`config.mk`:
```
export PLATFORM = sky130hd
export DESIGN_NAME = noise_collector
export DESIGN_NICKNAME = d
export VERILOG_FILES = /design/src/rtl/nc_pkg.sv /design/src/rtl/nc_fold.sv /design/src/rtl/nc_collect.sv /design/src/rtl/noise_collector.sv
export SDC_FILE = /design/constraint.sdc
export NUM_CORES = 1
export LEC_CHECK = 0
export BUFFER_PORTS_ARGS = -buffer_cell sky130_fd_sc_hd__buf_2
export CAP_MARGIN = 10
export CELL_PAD_IN_SITES_DETAIL_PLACEMENT = 0
export CELL_PAD_IN_SITES_GLOBAL_PLACEMENT = 2
export CORE_MARGIN = 2
export CORE_UTILIZATION = 40
export CTS_BUF_LIST = sky130_fd_sc_hd__clkbuf_16
export CTS_CLUSTER_DIAMETER = 100
export DETAILED_ROUTE_END_ITERATION = 8
export HOLD_SLACK_MARGIN = 0.08
export PLACE_DENSITY = 0.81
export RECOVER_POWER = 25
export SLEW_MARGIN = 0
export SYNTH_ARGS = -nofsm -noshare
export SYNTH_HDL_FRONTEND = slang
export SYNTH_SLANG_ARGS = --single-unit
```
`constraint.sdc`:
```
create_clock -name clk -period 6.2 [get_ports clk]
set_clock_uncertainty 0.1 [all_clocks]
set_input_delay 1.24 -clock clk [delete_from_list [all_inputs] [get_ports clk]]
set_output_delay 1.24 -clock clk [all_outputs]
set_load 0.01 [all_outputs]
```
`src/rtl/nc_pkg.sv`:
```
package nc_pkg;
  localparam int RES_W  = 128;
  localparam int WORD_W = 32;
  localparam int N_WORD = RES_W / WORD_W;
  typedef logic [RES_W-1:0] result_t;
endpackage

```
`src/rtl/nc_fold.sv`:
```
module nc_fold #(
  parameter int N_OSC  = 24,
  parameter int SCNT_W = 16
) (
  input  logic              clk,
  input  logic              rst_n,
  input  logic              clr,
  input  logic              run,
  input  logic [N_OSC-1:0]  osc_en,
  input  logic [N_OSC-1:0]  osc_bits,
  input  logic [SCNT_W-1:0] sample_cfg,
  output logic              bit_vld,
  output logic              bit_val
);
  localparam int CNT_W = SCNT_W + 1;

  logic [CNT_W-1:0] lim;
  logic [CNT_W-1:0] cnt_q, cnt_d;
  logic             acc_q, acc_d;
  logic             mixed;
  logic             last;
  logic             upd;

  assign mixed = ^(osc_bits & osc_en);
  assign lim   = (sample_cfg == '0) ? {1'b1, {SCNT_W{1'b0}}} : {1'b0, sample_cfg};
  assign last  = ((cnt_q + CNT_W'(1)) == lim);
  assign upd   = clr | run;

  always_comb begin
    cnt_d   = cnt_q;
    acc_d   = acc_q;
    bit_vld = 1'b0;
    bit_val = acc_q ^ mixed;
    if (clr) begin
      cnt_d = '0;
      acc_d = 1'b0;
    end else if (run) begin
      if (last) begin
        bit_vld = 1'b1;
        cnt_d   = '0;
        acc_d   = 1'b0;
      end else begin
        cnt_d = cnt_q + CNT_W'(1);
        acc_d = acc_q ^ mixed;
      end
    end
  end

  always_ff @(posedge clk or negedge rst_n) begin
    if (!rst_n) begin
      cnt_q <= '0;
      acc_q <= 1'b0;
    end else if (upd) begin
      cnt_q <= cnt_d;
      acc_q <= acc_d;
    end
  end

  // the fold counter never reaches the programmed fold length
  p_fold_bound_r2: assert property (@(posedge clk) disable iff (!rst_n)
    cnt_q < lim);

  // a clear leaves the fold counter at zero
  p_fold_clear_r8: assert property (@(posedge clk) disable iff (!rst_n)
    clr |=> (cnt_q == '0));
endmodule

```
`src/rtl/nc_collect.sv`:
```
module nc_collect #(
  parameter int BLOCK_BITS = 512,
  parameter int BLK_W      = 8,
  parameter int RES_W      = 128
) (
  input  logic             clk,
  input  logic             rst_n,
  input  logic             clr,
  input  logic             bit_vld,
  input  logic             bit_val,
  input  logic [BLK_W-1:0] block_cfg,
  output logic             done,
  output logic [RES_W-1:0] hist_nx
);
  localparam int BIT_W = $clog2(BLOCK_BITS);
  localparam int BC_W  = BLK_W + 1;

  logic [BIT_W-1:0] bits_q, bits_d;
  logic [BC_W-1:0]  blk_q, blk_d;
  logic [BC_W-1:0]  blim;
  logic [RES_W-1:0] hist_q, hist_d;
  logic             blk_end;
  logic             upd;

  assign blim    = (block_cfg == '0) ? {1'b1, {BLK_W{1'b0}}} : {1'b0, block_cfg};
  assign blk_end = (bits_q == BIT_W'(BLOCK_BITS - 1));
  assign hist_nx = {hist_q[RES_W-2:0], bit_val};
  assign done    = bit_vld & blk_end & ((blk_q + BC_W'(1)) == blim);
  assign upd     = clr | bit_vld;

  always_comb begin
    bits_d = bits_q;
    blk_d  = blk_q;
    hist_d = hist_q;
    if (clr) begin
      bits_d = '0;
      blk_d  = '0;
      hist_d = '0;
    end else if (bit_vld) begin
      hist_d = hist_nx;
      if (blk_end) begin
        bits_d = '0;
        blk_d  = done ? '0 : blk_q + BC_W'(1);
      end else begin
        bits_d = bits_q + BIT_W'(1);
      end
    end
  end

  always_ff @(posedge clk or negedge rst_n) begin
    if (!rst_n) begin
      bits_q <= '0;
      blk_q  <= '0;
      hist_q <= '0;
    end else if (upd) begin
      bits_q <= bits_d;
      blk_q  <= blk_d;
      hist_q <= hist_d;
    end
  end

  // the block counter stays below the programmed block count
  p_blk_bound_r4: assert property (@(posedge clk) disable iff (!rst_n)
    blk_q < blim);

  // a clear empties the history register
  p_hist_clear_r8: assert property (@(posedge clk) disable iff (!rst_n)
    clr |=> (hist_q == '0));
endmodule

```
`src/rtl/noise_collector.sv`:
```
module noise_collector #(
  parameter int N_OSC      = 24,
  parameter int SCNT_W     = 16,
  parameter int BLK_W      = 8,
  parameter int BLOCK_BITS = 512
) (
  input  logic                     clk,
  input  logic                     rst_n,
  input  logic                     en,
  input  logic [N_OSC-1:0]         osc_en,
  input  logic [N_OSC-1:0]         osc_bits,
  input  logic [SCNT_W-1:0]        sample_cfg,
  input  logic [BLK_W-1:0]         block_cfg,
  input  logic                     ack,
  output logic                     ready,
  output logic [nc_pkg::RES_W-1:0] result
);
  import nc_pkg::*;

  logic    run, clr;
  logic    bit_vld, bit_val;
  logic    done;
  result_t hist_nx;
  logic    ready_q, ready_d;
  result_t res_q;
  logic    rdy_upd;

  assign clr = ~en;
  assign run = en & ~ready_q;

  nc_fold #(.N_OSC(N_OSC), .SCNT_W(SCNT_W)) u_fold (
    .clk(clk), .rst_n(rst_n), .clr(clr), .run(run),
    .osc_en(osc_en), .osc_bits(osc_bits), .sample_cfg(sample_cfg),
    .bit_vld(bit_vld), .bit_val(bit_val)
  );

  nc_collect #(.BLOCK_BITS(BLOCK_BITS), .BLK_W(BLK_W), .RES_W(RES_W)) u_col (
    .clk(clk), .rst_n(rst_n), .clr(clr),
    .bit_vld(bit_vld), .bit_val(bit_val), .block_cfg(block_cfg),
    .done(done), .hist_nx(hist_nx)
  );

  always_comb begin
    ready_d = ready_q;
    if (ready_q && ack) ready_d = 1'b0;
    else if (done)      ready_d = 1'b1;
  end

  assign rdy_upd = (ready_q & ack) | done;

  always_ff @(posedge clk or negedge rst_n) begin
    if (!rst_n) begin
      ready_q <= 1'b0;
    end else if (rdy_upd) begin
      ready_q <= ready_d;
    end
  end

  always_ff @(posedge clk or negedge rst_n) begin
    if (!rst_n) begin
      res_q <= '0;
    end else if (done) begin
      res_q <= hist_nx;
    end
  end

  assign ready  = ready_q;
  assign result = res_q;

  // an unacknowledged result is held unchanged
  p_hold_r6: assert property (@(posedge clk) disable iff (!rst_n)
    (ready_q && !ack) |=> (ready_q && $stable(res_q)));

  // no completion is reported while a result is pending
  p_pause_r6: assert property (@(posedge clk) disable iff (!rst_n)
    ready_q |-> !done);

  // an acknowledge of a pending result clears the flag
  p_ack_r7: assert property (@(posedge clk) disable iff (!rst_n)
    (ready_q && ack) |=> !ready_q);

  // the flag can only rise from a cycle with the enable high
  p_en_r8: assert property (@(posedge clk) disable iff (!rst_n)
    $rose(ready_q) |-> $past(en));
endmodule

```
==> results by group <==
Status
  • Outcome: finished, violations left
  • Violated checks: max-capacitance violations, max-slew violations

Power and ir drop
  • Combinational Power Share: under 10%
  • Maximum vdd drop: about 0.23 mV
  • Clock group share of total power: around 47%
  • P_sw: about 0.88 mW
  • Pwr dens: 252 mW/mm^2
  • Net switching fraction of the power: 22.1%
  • Sequential Power Share: 48.3%
  • Cell-internal power: just over 3 mW
  • P_leak: roughly 8 nW

Global routing
  • Gr ovfl total: 0
  • Initial antenna violation count: 0
  • Total track usage: approximately 17%
  • Global-route wire length before repair: 48200 um
  • Number of global-route vias before repair: 8930
  • Largest net degree at the start of global routing: about 140

Setup path
  • Worst EP required: around 6600 ps
  • Critical-path cell list: ha_1 -> nand3_2 -> or4_4 -> a2111oi_2 -> o2111ai_1 -> a211oi_4 -> and3b_4 -> nand3_4 -> buf_4 -> mux2_4
  • Worst Path Max Fanout: 39
  • Slowest stage delay, CP: roughly 570 ps
  • Startpoint types: flop
  • Setup crit end kind: flop
  • WS Path Type: reg -> reg
  • CP max-delay cell: or4_4
  • Arrival time worst endpoint: roughly 4700 ps

Detailed routing
  • Antenna viol nets, final: 0
  • Via count: approximately 9100
  • DRT Pass-1 Iters: 5
  • DR WL met3: 1680 um
  • Avg Vias per Cell: roughly 4.9
  • Drt wl/cell: ~15 um
  • Max Used Layer: met4
  • Met1 wire length: 14000 um
  • Initial DRC Count: between 500 and 600
  • DRT Wirelength: around 29000 um
  • Met2 wire len: roughly 13000 um
  • # DRC: 0

Timing
  • Setup TNS: 0 ps
  • Slew Viols, Final: between 100 and 150
  • Crit path time final: 4370 ps
  • Fmax: roughly 230 MHz
  • Final Setup Violations: 0
  • Final Hold Vio Count: 0
  • Rel. slew slack: -85.9%
  • Period utilisation layout: a little over two thirds
  • Slew @ Worst Pin: about 2800 ps
  • RSZ-0062 raised after global routing: no

Finish
  • Post-route cell area: 0.0157 mm^2
  • Register area: between 0.007 and 0.008 mm^2
  • Layout cell share with drive strength beyond 1: about 28%
  • Area Overhead vs Synth: 17.3%
  • Final Net Count: 1473
  • Area of the multi-input gates: 0.00567 mm^2
  • Util after Layout: between 40% and 50%
  • N_diodes: 0
  • Fill cells: around 3100

Logic synthesis
  • EDFF count, synth: 0
  • Mux cell area share after synthesis: between 10 and 15%
  • Synth Cell Area: roughly 0.013 mm^2
  • Post-synth ARST share: 100%
  • Simple-Gate Fraction of Synth Area: between 10% and 20%
  • Synth Instances: 1223
  • Synth Register Bits: 292
  • Area fraction in compound gates after synthesis: slightly above 9%
  • Largest family of logic cells by synthesized area: multiplexers
  • Cell variety after synth: between 60 and 70
  • XOR/XNOR Fraction of Synth Area: under 10%
  • Syn nets: about 1300
  • Post-synth top flop: dfrtp_1
  • Synth Area in Adders: less than 1%
  • Seq/Total Area, Yosys: between 50% and 60%
  • Syn Area/Cell: around 11 um^2
  • Synth Warn #: 0

Clock tree
  • Cts hold-fix bufs: 0
  • # clock sinks: just under 300
  • CTS root buf: clkbuf_16
  • CTS tree: done
  • Insertion delay of the later-clocked pin in the worst-skew pair: roughly 570 ps
  • Buffer count from post-CTS setup fixing: 0
  • Clock slew at reported path FFs: 60 ps
  • Number of buffers created by CTS: 31
  • CTS H-tree depth: 1
  • Resize count post-CTS: 0
  • Clk buf depth: 3

Hold path
  • Hold Crit Class: reg -> reg

Run
  • Max-cap violation count: 1

Place
  • Final RePlAce weighted congestion: just over 0.8
  • Hpwl dp: roughly 19000 um
  • Number of port buffers: slightly above 200
  • Area of placed instances: approximately 0.015 mm^2

Floorplan
  • Die Wd: ~190 um
  • Initial core utilization: between 40% and 50%
  • DIE HEIGHT: 187 um
  • Die area: about 0.035 mm^2
  • Io pins: 205
  • CORE AREA: ~0.033 mm^2
  • Site row count: between 60 and 70
## registers in the layout, indices dropped and copies added, names as in the netlist
| name | flops |
|---|---|
| u_fold.cnt_q | 17 |
| ready | 1 |
| u_fold.acc_q | 1 |
| u_col.blk_q | 9 |
| result | 128 |
| u_col.bits_q | 9 |
| u_col.hist_q | 127 |
## cells in the mapped netlist (all sizes together) (2+ instances only)
| cell | instances | area share (%) |
|---|---|---|
| nand2 | 316 | 8.8 |
| dfrtp | 292 | 54 |
| o21ai | 158 | 5.9 |
| mux2 | 128 | 14 |
| xnor2 | 43 | 2.8 |
| clkbuf | 39 | 1.1 |
| buf | 36 | 1.9 |
| xor2 | 26 | 1.7 |
| nand3 | 17 | 0.80 |
| nor2 | 16 | 0.45 |
| a21oi | 15 | 0.56 |
| nor3 | 12 | 0.49 |
| nor4 | 12 | 0.56 |
| nand4 | 10 | 0.58 |
| inv | 9 | 0.25 |
| and3 | 8 | 0.37 |
| mux2i | 7 | 0.52 |
| a21o | 6 | 0.34 |
| nand2b | 6 | 0.28 |
| or3 | 6 | 0.28 |
| and3b | 5 | 0.35 |
| a211oi | 4 | 0.35 |
| a22o | 4 | 0.26 |
| a31oi | 4 | 0.19 |
| ha | 4 | 0.37 |
| a2111oi | 3 | 0.24 |
| a311oi | 3 | 0.20 |
| and2 | 3 | 0.14 |
| nor3b | 3 | 0.17 |
| o2111ai | 3 | 0.20 |
| a41oi | 2 | 0.13 |
| and4 | 2 | 0.13 |
| nand3b | 2 | 0.11 |
| nor2b | 2 | 0.093 |
| or4 | 2 | 0.14 |
## cell usage in the layout, fill, tap and decap left out, types with 6 or more instances in the layout
cell type and n:
nand2_1 316, dfrtp_1 292, buf_2 202, o21ai_0 158, mux2_4 108, xnor2_1 43
clkbuf_16 31, xor2_1 26, mux2_2 20, nor2_1 16, inv_1 16, a21oi_1 15
nand3_1 14, nor4_1 12, nor3_1 11, nand4_1 9, and3_1 8, mux2i_1 7
nand2b_1 6, a21o_1 6, or3_1 6
## metrics by stage
step / hold WS, ps / setup slack, ps / instances / power, mW
floorplan: 368 / 2430 / 1223 / 2.04
global placement: 385 / 1510 / 1808 / 2.14
detailed placement: 388 / 1470 / 1808 / 2.14
CTS: 402 / 1780 / 1863 / 4.05
global route: 414 / 1600 / 1863 / 4.14
finish: 399 / 1830 / 1863 / 3.97
## worst paths after layout
kind | from | end | slack [ps] | cells past startpoint
worst max-delay path | u_fold.cnt_q[0]$_DFFE_PN0P_ | result[26]$_DFFE_PN0P_ | 1830 | 10
worst min-delay path | result[65]$_DFFE_PN0P_ | result[65]$_DFFE_PN0P_ | 400 | 1
worst max register to register | u_fold.cnt_q[0]$_DFFE_PN0P_ | result[26]$_DFFE_PN0P_ | 1830 | 10
worst min register to register | result[65]$_DFFE_PN0P_ | result[65]$_DFFE_PN0P_ | 400 | 1
max in group asynchronous | rst_n | u_col.hist_q[82]$_DFFE_PN0P_ | 2670 | 2
min in group asynchronous | rst_n | u_col.hist_q[111]$_DFFE_PN0P_ | 1440 | 1
## metal layers
layer	vias up	GRT usage, %
li1	4515	-
met1	4372	24.1
met2	227	25.6
met3	31	3.40
met4	0	4.24
met5	-	0
## kinds of logic after synthesis
family | count (synthesis)
AOI/OAI and AO/OA | 214
and+or+nand+nor | 424
buffers and inverters | 85
DFF | 292
xor gates and xnor gates | 69
muxes | 135
adders and majority gates | 4
## power groups by stage
stage / Clock (mW) / Sequential (mW) / Combinational, mW
2_1_floorplan: 0 / 1.95 / 0.0965
3_3_place_gp: 0 / 1.95 / 0.193
3_5_place_dp: 0 / 1.95 / 0.194
4_1_cts: 1.94 / 1.91 / 0.193
5_1_grt: 2.01 / 1.91 / 0.212
6_report: 1.87 / 1.92 / 0.187
## critical path: cells and delay by family (launching register included)
family          cells  cell delay, ps
simple gates        4            1520
compound gates      3             920
fa+ha+maj           1             320
mux                 1             380
buf+inv             1             510
flops               1             460
## area by class of cell
| class | instances | share of cell area (%) |
|---|---|---|
| tap | 448 | 3.56 |
| multi-input combinational | 846 | 36.0 |
| timing repair buffer | 212 | 7.20 |
| inverter | 10 | 0.239 |
| sequential | 292 | 46.4 |
| clock buffer | 31 | 4.93 |
| clock inverter | 24 | 1.60 |
Power figures use the tool's default switching activity.
